$ cat src/rtl/szalu_pkg.sv
package szalu_pkg;

    typedef enum logic [1:0] {
        SZ_BYTE = 2'b00,
        SZ_WORD = 2'b01,
        SZ_LONG = 2'b10,
        SZ_ALT  = 2'b11
    } size_e;

    typedef enum logic [2:0] {
        OP_ADD = 3'b000,
        OP_SUB = 3'b001,
        OP_AND = 3'b010,
        OP_OR  = 3'b011,
        OP_XOR = 3'b100,
        OP_NOT = 3'b101,
        OP_NEG = 3'b110,
        OP_RSV = 3'b111
    } op_e;

    typedef struct packed {
        logic x;
        logic n;
        logic z;
        logic v;
        logic c;
    } flags_t;

    localparam int NUM_LANES = 3;

    // lane index: 0 byte, 1 word, 2 long (code 11 folds onto long)
    function automatic logic [1:0] lane_of(input logic [1:0] sz);
        case (sz)
            2'b00:   lane_of = 2'd0;
            2'b01:   lane_of = 2'd1;
            default: lane_of = 2'd2;
        endcase
    endfunction

    function automatic logic is_arith(input logic [2:0] op);
        is_arith = (op == OP_ADD) || (op == OP_SUB) || (op == OP_NEG);
    endfunction

    function automatic logic is_logic(input logic [2:0] op);
        is_logic = (op == OP_AND) || (op == OP_OR) || (op == OP_XOR) || (op == OP_NOT);
    endfunction

endpackage

$ cat src/rtl/szalu_lane_mask.sv
module szalu_lane_mask
    import szalu_pkg::*;
#(
    parameter int DATA_W = 32
) (
    input  logic [1:0]        size_sel,
    output logic [DATA_W-1:0] lane_mask,
    output logic [DATA_W-1:0] msb_onehot
);
    localparam int BYTE_W = DATA_W / 4;
    localparam int WORD_W = DATA_W / 2;

    logic [DATA_W-1:0] byte_mask;
    logic [DATA_W-1:0] word_mask;

    assign byte_mask = {{(DATA_W-BYTE_W){1'b0}}, {BYTE_W{1'b1}}};
    assign word_mask = {{(DATA_W-WORD_W){1'b0}}, {WORD_W{1'b1}}};

    always_comb begin
        case (lane_of(size_sel))
            2'd0:    lane_mask = byte_mask;
            2'd1:    lane_mask = word_mask;
            default: lane_mask = {DATA_W{1'b1}};
        endcase
        // top bit of the mask: mask AND NOT (mask >> 1)
        msb_onehot = lane_mask & ~(lane_mask >> 1);
    end
endmodule

$ cat src/rtl/szalu_arith.sv
module szalu_arith
    import szalu_pkg::*;
#(
    parameter int DATA_W = 32
) (
    input  logic [2:0]        op_sel,
    input  logic [1:0]        size_sel,
    input  logic [DATA_W-1:0] dst_in,
    input  logic [DATA_W-1:0] src_in,
    output logic [DATA_W-1:0] sum,
    output logic              carry_flag,
    output logic              ovf_flag
);
    logic [DATA_W-1:0] opa;
    logic [DATA_W-1:0] opb;
    logic              cin;
    logic [NUM_LANES-1:0] lane_cout;
    logic [NUM_LANES-1:0] lane_ovf;

    // add: dst + src; sub: dst + ~src + 1; neg: 0 + ~dst + 1
    always_comb begin
        opa = dst_in;
        opb = src_in;
        cin = 1'b0;
        case (op_sel)
            OP_SUB: begin
                opb = ~src_in;
                cin = 1'b1;
            end
            OP_NEG: begin
                opa = '0;
                opb = ~dst_in;
                cin = 1'b1;
            end
            default: ;
        endcase
    end

    assign sum = opa + opb + {{(DATA_W-1){1'b0}}, cin};

    for (genvar g = 0; g < NUM_LANES; g++) begin : g_lane
        localparam int LW = (g == 0) ? DATA_W / 4 : (g == 1) ? DATA_W / 2 : DATA_W;
        logic [LW:0] lsum;
        assign lsum = {1'b0, opa[LW-1:0]} + {1'b0, opb[LW-1:0]} + {{LW{1'b0}}, cin};
        assign lane_cout[g] = lsum[LW];
        assign lane_ovf[g]  = (opa[LW-1] == opb[LW-1]) && (lsum[LW-1] != opa[LW-1]);
    end

    logic [1:0] lane;
    logic       cout_sel;
    assign lane     = lane_of(size_sel);
    assign cout_sel = lane_cout[lane];
    assign ovf_flag = lane_ovf[lane];
    // borrow is the inverse of the adder carry on sub and neg
    assign carry_flag = (op_sel == OP_ADD) ? cout_sel : ~cout_sel;
endmodule

$ cat src/rtl/szalu_logic.sv
module szalu_logic
    import szalu_pkg::*;
#(
    parameter int DATA_W = 32
) (
    input  logic [2:0]        op_sel,
    input  logic [DATA_W-1:0] dst_in,
    input  logic [DATA_W-1:0] src_in,
    output logic [DATA_W-1:0] value
);
    always_comb begin
        case (op_sel)
            OP_AND:  value = dst_in & src_in;
            OP_OR:   value = dst_in | src_in;
            OP_XOR:  value = dst_in ^ src_in;
            OP_NOT:  value = ~dst_in;
            default: value = dst_in;
        endcase
    end
endmodule

$ cat src/rtl/szalu_flag_reg.sv
module szalu_flag_reg
    import szalu_pkg::*;
(
    input  logic       clk,
    input  logic       rst,
    input  logic       op_en,
    input  logic [2:0] op_sel,
    input  logic [4:0] upd_mask,
    input  flags_t     next_flags,
    output flags_t     flags
);
    logic [4:0] touch;
    logic [4:0] wr;

    always_comb begin
        if (is_arith(op_sel))      touch = 5'b11111;
        else if (is_logic(op_sel)) touch = 5'b01111;
        else                       touch = 5'b00000;
        wr = touch & upd_mask & {5{op_en}};
    end

    always_ff @(posedge clk) begin
        if (rst) begin
            flags <= '0;
        end else begin
            for (int i = 0; i < 5; i++) begin
                if (wr[i]) flags[i] <= next_flags[i];
            end
        end
    end
endmodule

$ cat src/rtl/szalu_flags.sv
module szalu_flags
    import szalu_pkg::*;
#(
    parameter int DATA_W = 32
) (
    input  logic              clk,
    input  logic              rst,
    input  logic              op_en,
    input  logic [2:0]        op_sel,
    input  logic [1:0]        size_sel,
    input  logic [4:0]        upd_mask,
    input  logic [DATA_W-1:0] dst_in,
    input  logic [DATA_W-1:0] src_in,
    output logic [DATA_W-1:0] result_q,
    output logic [4:0]        flags_q
);
    logic [DATA_W-1:0] lane_mask;
    logic [DATA_W-1:0] msb_onehot;
    logic [DATA_W-1:0] arith_sum;
    logic [DATA_W-1:0] logic_val;
    logic [DATA_W-1:0] raw;
    logic [DATA_W-1:0] merged;
    logic              a_carry;
    logic              a_ovf;
    flags_t            next_flags;
    flags_t            flags;

    szalu_lane_mask #(.DATA_W(DATA_W)) u_mask (
        .size_sel   (size_sel),
        .lane_mask  (lane_mask),
        .msb_onehot (msb_onehot)
    );

    szalu_arith #(.DATA_W(DATA_W)) u_arith (
        .op_sel     (op_sel),
        .size_sel   (size_sel),
        .dst_in     (dst_in),
        .src_in     (src_in),
        .sum        (arith_sum),
        .carry_flag (a_carry),
        .ovf_flag   (a_ovf)
    );

    szalu_logic #(.DATA_W(DATA_W)) u_logic (
        .op_sel (op_sel),
        .dst_in (dst_in),
        .src_in (src_in),
        .value  (logic_val)
    );

    always_comb begin
        raw    = is_arith(op_sel) ? arith_sum : logic_val;
        merged = (op_sel == OP_RSV) ? dst_in : ((dst_in & ~lane_mask) | (raw & lane_mask));
        next_flags.n = |(merged & msb_onehot);
        next_flags.z = ((merged & lane_mask) == '0);
        next_flags.v = is_arith(op_sel) ? a_ovf : 1'b0;
        next_flags.c = is_arith(op_sel) ? a_carry : 1'b0;
        next_flags.x = a_carry;
    end

    szalu_flag_reg u_flags (
        .clk        (clk),
        .rst        (rst),
        .op_en      (op_en),
        .op_sel     (op_sel),
        .upd_mask   (upd_mask),
        .next_flags (next_flags),
        .flags      (flags)
    );

    always_ff @(posedge clk) begin
        if (rst)        result_q <= '0;
        else if (op_en) result_q <= merged;
    end

    assign flags_q = flags;
endmodule

$ cat config.mk
export PLATFORM = sky130hd
export DESIGN_NAME = szalu_flags
export DESIGN_NICKNAME = d
export VERILOG_FILES = /design/src/rtl/szalu_pkg.sv /design/src/rtl/szalu_lane_mask.sv /design/src/rtl/szalu_arith.sv /design/src/rtl/szalu_logic.sv /design/src/rtl/szalu_flag_reg.sv /design/src/rtl/szalu_flags.sv
export SDC_FILE = /design/constraint.sdc
export NUM_CORES = 1
export LEC_CHECK = 0
export CAP_MARGIN = 10
export CORE_ASPECT_RATIO = 1.1
export CORE_MARGIN = 3
export CORE_UTILIZATION = 55
export CTS_BUF_LIST = sky130_fd_sc_hd__clkbuf_16
export DETAILED_ROUTE_END_ITERATION = 10
export GPL_TIMING_DRIVEN = 0
export HOLD_SLACK_MARGIN = 0.06
export PLACE_DENSITY_LB_ADDON = 0.1
export SLEW_MARGIN = 20
export SYNTH_ARGS = -nofsm -noshare
export SYNTH_HDL_FRONTEND = slang
export SYNTH_SLANG_ARGS = --single-unit
$ cat constraint.sdc
create_clock -name clk -period 6.52 [get_ports clk]
set_clock_uncertainty 0.1 [all_clocks]
set_input_delay 0.652 -clock clk [delete_from_list [all_inputs] [get_ports clk]]
set_output_delay 0.652 -clock clk [all_outputs]
set_load 0.005 [all_outputs]
==> run summary, run 1 <==
Clock latency on the worst-skew pair -> 0.28 ns
Cells after Synth -> 948
Die Height -> 120 µm
Synth-to-layout area growth -> 21.7%
Largest net degree at the start of global routing -> 11
Clk slew on worst S/H paths -> 0.05 ns
RSZ-0062 raised after global routing -> false
Vias post-DR -> 7958
Die Width -> 110 µm
PortBufs -> 108
Layout cells sized above 1 -> 3.87%
Total wire length -> 24400 µm
Flip-flop and latch count after synthesis -> 37
Clk root buf -> clkbuf_16
MaxCap Viol Count -> 0
Avg Synthesized Cell Area -> 6.88 µm²
Tcrit/Tclk final -> 93.4%
Die area -> 13200 µm²
Seq pwr share -> 21.2%
Crit path time final -> 6.09 ns
GRT Total Usage -> 36.9%
Hold slack final -> 0.371 ns
Cell Area, Placed -> 7790 µm²
R2R Setup Slk -> 5.61 ns
Multi-input gate area -> 5280 µm²
Via-to-Cell Ratio -> 6.58
# IOs -> 114
CTS tree -> yes
Post-CTS Setup Repair Bufs -> 0
DP Worst Slack -> -0.302 ns
Worst Path Arrival -> 6.19 ns
Internal power -> 0.674 mW
Gr ovfl total -> 0
FFs w/ async S/R, synth -> 0%
TritonRoute pass-1 iters -> 6
Vias in the first global route -> 7224
Final Hold Fails -> 0
Sw frac -> 44.2%
Main flop type after synthesis -> dfxtp_1
Crit end category -> flop
Antenna violations before repair -> 0
Distinct cells, synth -> 72
Worst relative slew slack -> 20.9%
FF/Latch Area -> 741 µm²
Final setup viols -> 0
Routability cong. -> 1.02
Antenna viol nets, final -> 0
Clock buffer depth -> 2
Psw -> 0.534 mW
Nets -> 1236
Initial Util -> 56.5%
Number of synthesized flops with an enable pin -> 0
Type of origin of the critical path -> input pin
Fmax -> 164 MHz
Hold Crit Class -> reg -> reg
First DRT Iteration DRCs -> 1089
Critical Path RT -> 6.62 ns
Post-Syn Nets -> 1123
Comb pwr share -> 60.5%
DRC violations left -> 0
CTS Buf Count -> 5
Diodes inserted -> 0
# fillers -> 1030
Post-DP HPWL -> 19300 µm
Leak pwr -> 3.36 nW
Power per cell area -> 152 nW/µm²
Sequential area share after synthesis -> 11.4%
Status -> finished clean
CTS Hold Bufs -> 0
Post-Syn Area -> 6520 µm²
Maximum vdd ir drop -> 0.188 mV
Clock power frac -> 18.3%
Syn. warnings -> 0
Global-route wire length before repair -> 38000 µm
Setup WS post-layout -> 0.430 ns
Design area -> 7940 µm²
Htree depth -> 2
CP Max Fanout -> 19
Sinks on Clock Net -> 37
Rows -> 41
Setup TNS -> 0 ns
Slew Limit Fails -> 0
CORE AREA -> 11500 µm²
Actual slew at the worst max-slew pin -> 1.18 ns
WL per Instance -> 20.2 µm
Crit Path Class -> in -> reg
path summary, 6_finish.rpt:
check / start / endpoint / depth (start not counted)
max: op_sel[0] / u_flags.flags[2] / 18
min: result_q[30] / result_q[30] / 2
max reg2reg: result_q[21] / result_q[21] / 2
min reg2reg: result_q[30] / result_q[30] / 2
per-stage QoR:
| step | instances | power [mW] | util [%] |
|---|---|---|---|
| 2_1_floorplan | 948 | 0.716 | - |
| 3_3_place_gp | 1206 | 0.956 | 67.5 |
| 3_5_place_dp | 1206 | 0.963 | 67.5 |
| 4_1_cts | 1212 | 1.18 | 68.6 |
| 5_1_grt | 1210 | 1.28 | 68.7 |
| 6_report | 1210 | 1.21 | 68.7 |
worst max-delay path, stage by stage:
cell,delay (ns)
buf_2,0.16
clkbuf_1,0.23
clkbuf_4,0.32
or3_1,0.43
nand2_1,0.18
clkbuf_1,0.46
o21ai_0,0.26
fa_1,0.50
a21o_1,0.21
a221oi_2,0.38
o21ai_1,0.23
a31o_2,0.34
xor2_1,0.16
a221oi_1,0.59
nand4_1,0.17
nor4b_1,0.39
nand4_1,0.24
a221oi_2,0.26
power groups by stage:
stage,combinational [mW],sequential (mW),clock (mW)
global placement,0.697,0.259,0
global route,0.797,0.258,0.228
finish,0.730,0.256,0.221
floorplan,0.454,0.261,0
CTS,0.707,0.256,0.218
detailed placement,0.702,0.260,0
Yosys cell counts, drive strengths merged (3+ instances only):
library cell    n  area [µm²]
xnor2          14         123
a22oi          38         285
clkbuf         48         180
o221ai          4        35.0
nor2b           5        31.3
o21ai          80         400
ha             96        1200
nor4            3        18.8
o31ai           4        35.0
o211a           3        30.0
a222oi          5        50.1
nand2b          4        25.0
a31oi           4        40.0
xor2           11        96.3
nand3          22         115
a221o           4        40.0
nand4           9        56.3
o211ai         17         128
nand2          79         297
a21o           11        82.6
dfxtp          37         741
o22ai          18         113
or3             6        42.5
and3            7        43.8
o21a            8        60.1
and4            3        26.3
o311ai          4        35.0
nor2          113         424
or2             8        50.1
a221oi         20         188
nor3           15        75.1
inv            75         282
mux2i           7        70.1
a211oi         32         240
buf            11        48.8
and2            6        37.5
a21oi          77         389
layer usage:
layer  track usage (%)  vias to the layer above  share of wire, %
li1                  -                     3726                 -
met1              49.8                     3676                40
met2              57.9                      482                45
met3              5.98                       74                12
met4              15.7                        0               3.8
met5                 0                        -                 0
flip-flops by register name, indices dropped and copies added, names as in the netlist:
register and count:
result_q 32, u_flags.flags 5
kinds of logic (layout without fill, tap and decap cells):
group | count (synthesis) | count (layout) | share of synthesized area, %
flip-flops | 37 | 37 | 11.4
XOR/XNOR | 25 | 25 | 3.36
AND/OR/NAND/NOR | 285 | 285 | 19.7
buffers and inverters | 134 | 246 | 7.83
multiplexers | 9 | 9 | 1.42
AO/OA/AOI/OAI | 360 | 360 | 37.3
adder cells (fa/ha/maj) | 98 | 98 | 19.0
cell usage in the layout, fill, tap and decap left out, types with 6 or more instances in the layout:
master,count
nor2_1,112
clkdlybuf4s50_1,108
ha_1,96
nand2_1,79
o21ai_0,78
a21oi_1,76
inv_1,75
clkbuf_1,42
a22oi_1,38
dfxtp_1,37
a211oi_1,32
nand3_1,21
o22ai_1,18
o211ai_1,17
a221oi_1,16
nor3_1,15
xnor2_1,14
a21o_1,11
xor2_1,11
nand4_1,9
o21a_1,8
or2_2,8
and3_1,7
mux2i_1,7
buf_2,6
and2_1,6
area by class of cell:
type	instances	area share, %
sequential	37	9.33
multi-input combinational	777	66.6
timing repair buffer	108	13.6
tap	150	2.37
clock buffer	5	1.58
buffer	57	2.90
clock inverter	1	0.0631
inverter	75	3.55
what timing repair did:
item                       in CTS  in global routing
gates resized for setup         2                 11
hold endpoints to repair        0                  0
setup endpoints to repair       1                  2
No activity file was read; power rests on OpenSTA's default activity.
==> inputs of run 2 (changes only) <==
--- a/config.mk
+++ b/config.mk
@@ -5,7 +5,7 @@
 export SDC_FILE = /design/constraint.sdc
 export NUM_CORES = 1
 export LEC_CHECK = 0
-export CAP_MARGIN = 10
+export CAP_MARGIN = 20
 export CORE_ASPECT_RATIO = 1.1
 export CORE_MARGIN = 3
 export CORE_UTILIZATION = 55
@@ -13,7 +13,7 @@
 export DETAILED_ROUTE_END_ITERATION = 10
 export GPL_TIMING_DRIVEN = 0
 export HOLD_SLACK_MARGIN = 0.06
-export PLACE_DENSITY_LB_ADDON = 0.1
+export PLACE_DENSITY_LB_ADDON = 0.2
 export SLEW_MARGIN = 20
 export SYNTH_ARGS = -nofsm -noshare
 export SYNTH_HDL_FRONTEND = slang
==> run 2 against run 1 <==
  * Non-clock buffer count up 2
  * Routed wire length up 2.7%
  * Critical path depth up 3
  * Register-to-register slack about the same
  * Total power up 0.81%
  * Count of clock-buffer cells in the layout unchanged
  * Utilization up 0.11 points
  * Critical path type unchanged
  * Critical endpoint unchanged
==> run summary, run 2 (same netlist as run 1, synthesis figures left out) <==
Critical Path RT -> 6.61 ns
Clk slew on worst S/H paths -> 0.05 ns
CP bufs+invs -> 7
Hold Crit Class -> reg -> reg
WL per Instance -> 20.7 µm
CTS Hold Bufs -> 0
Die Height -> 120 µm
TritonRoute pass-1 iters -> 6
RSZ-0062 raised after global routing -> false
Slew Limit Fails -> 0
Antenna viol nets, final -> 0
Vias in the first global route -> 7265
Antenna violations before repair -> 0
Final Util -> 68.9%
Status -> finished clean
Crit end category -> flop
Slowest CP cell -> a21boi_0
Tcrit/Tclk final -> 97.0%
Worst Path Arrival -> 6.42 ns
CTS tree -> yes
First DRT Iteration DRCs -> 740
Fmax -> 158 MHz
Commonest non-fill, non-tap cells in the layout -> 112 x nor2_1, 108 x clkdlybuf4s50_1, 96 x ha_1, 79 x nand2_1, 78 x o21ai_0
Synth-to-layout area growth -> 21.9%
# IOs -> 114
Sinks on Clock Net -> 37
Design area -> 7950 µm²
Layout cells sized above 1 -> 3.76%
Die Width -> 110 µm
Clock buffer depth -> 2
Final Non-Filler Cells -> 1214
Regs by FF count -> result_q: 32 flops, u_flags.flags: 5 flops
Htree depth -> 2
Nets -> 1238
DRC violations left -> 0
Initial Util -> 56.5%
CP cell instances -> buf_2, clkbuf_1, clkbuf_2, clkbuf_1, and3_1, clkbuf_1, clkbuf_2, a22oi_1, o21ai_0, ha_1, clkbuf_1, a21oi_1, o211ai_1, a21boi_0, o21ai_0, or3_1, a31oi_1, o311ai_1, nor4b_1, nand4_1, a221oi_2
PortBufs -> 108
Die area -> 13200 µm²
Crit path time final -> 6.33 ns
# fillers -> 1075
Cell Area, Placed -> 7800 µm²
Rows -> 41
Clk root buf -> clkbuf_16
Total wire length -> 25100 µm
Biggest register -> result_q
Global-route wire length before repair -> 38600 µm
Hold slack final -> 0.376 ns
Routability cong. -> 1.02
Vias post-DR -> 7967
Total Power -> 1.22 mW
Final Hold Fails -> 0
GRT Total Usage -> 37.4%
Diodes inserted -> 0
Crit path max-delay family -> compound AO/OA/AOI/OAI gates
MaxCap Viol Count -> 0
Placed cell count -> 1207
Post-DP HPWL -> 19800 µm
Power per cell area -> 153 nW/µm²
Slowest stage delay, CP -> 0.52 ns
Actual slew at the worst max-slew pin -> 0.915 ns
CORE AREA -> 11500 µm²
Leak pwr -> 3.37 nW
Worst relative slew slack -> 38.8%
Clock latency on the worst-skew pair -> 0.28 ns
Post-CTS Setup Repair Bufs -> 0
Max FFs per register -> 32
Most common cell after layout, fill and taps aside -> nor2_1
Largest net degree at the start of global routing -> 12
CP Max Fanout -> 10
Top cell by count, worst path -> clkbuf_1
Maximum vdd ir drop -> 0.169 mV
CTS Buf Count -> 5
Gr ovfl total -> 0
R2R Setup Slk -> 5.61 ns
Via-to-Cell Ratio -> 6.56
Crit Path Class -> in -> reg
Type of origin of the critical path -> input pin
Final setup viols -> 0
[run 2: cell types whose count changed in the layout (fill, tap and decap cells not counted), sizes merged]
| cell | change |
|---|---|
| clkbuf | +1 |
| buf | +1 |
| clkinv | +2 |
[run 2: stage by stage]
stage               TNS, ns  setup slack [ns]
floorplan                 0              1.38
global placement     -0.241            -0.241
detailed placement   -0.262            -0.262
CTS                       0            0.0605
global route              0            0.0111
finish                    0             0.193
[run 2: layout make-up]
class | instances | area (µm²) | area share [%]
sequential | 37 | 741 | 9.32
multi-input combinational | 777 | 5280 | 66.4
inverter | 75 | 282 | 3.54
clock inverter | 3 | 12.5 | 0.157
clock buffer | 5 | 125 | 1.57
tap | 150 | 188 | 2.36
buffer | 58 | 230 | 2.90
timing repair buffer | 109 | 1090 | 13.7
[run 2: repair_timing]
item / in CTS / in global routing
pin swaps: 0 / 0
gates resized for setup: 1 / 7
endpoints found under the setup margin: 1 / 4
cloned: 0 / 0
[run 2: final timing paths]
kind | start | depth (start not counted) | to
worst max-delay path | op_sel[0] | 21 | u_flags.flags[2]
worst min-delay path | result_q[30] | 2 | result_q[30]
worst max register to register | result_q[21] | 2 | result_q[21]
worst min register to register | result_q[30] | 2 | result_q[30]
[run 2: tightest hold or removal path: stages (launching register included)]
cell and delay, ns:
dfxtp_1 0.31, nand2_1 0.06, a21oi_1 0.06
[run 2: layer usage]
layer	GRT usage (%)	vias to the layer above	wire length, µm
met3	6.57	76	2720
li1	-	3737	-
met4	16.2	0	1000
met2	58.3	483	11100
met1	50.1	3671	10300
met5	0	-	0
[run 2: report_power, final]
| part | switching [mW] | internal (mW) | leakage, nW |
|---|---|---|---|
| clock | 0.0889 | 0.138 | 0.0687 |
| sequential | 0.0106 | 0.246 | 0.306 |
| combinational | 0.442 | 0.292 | 2.99 |
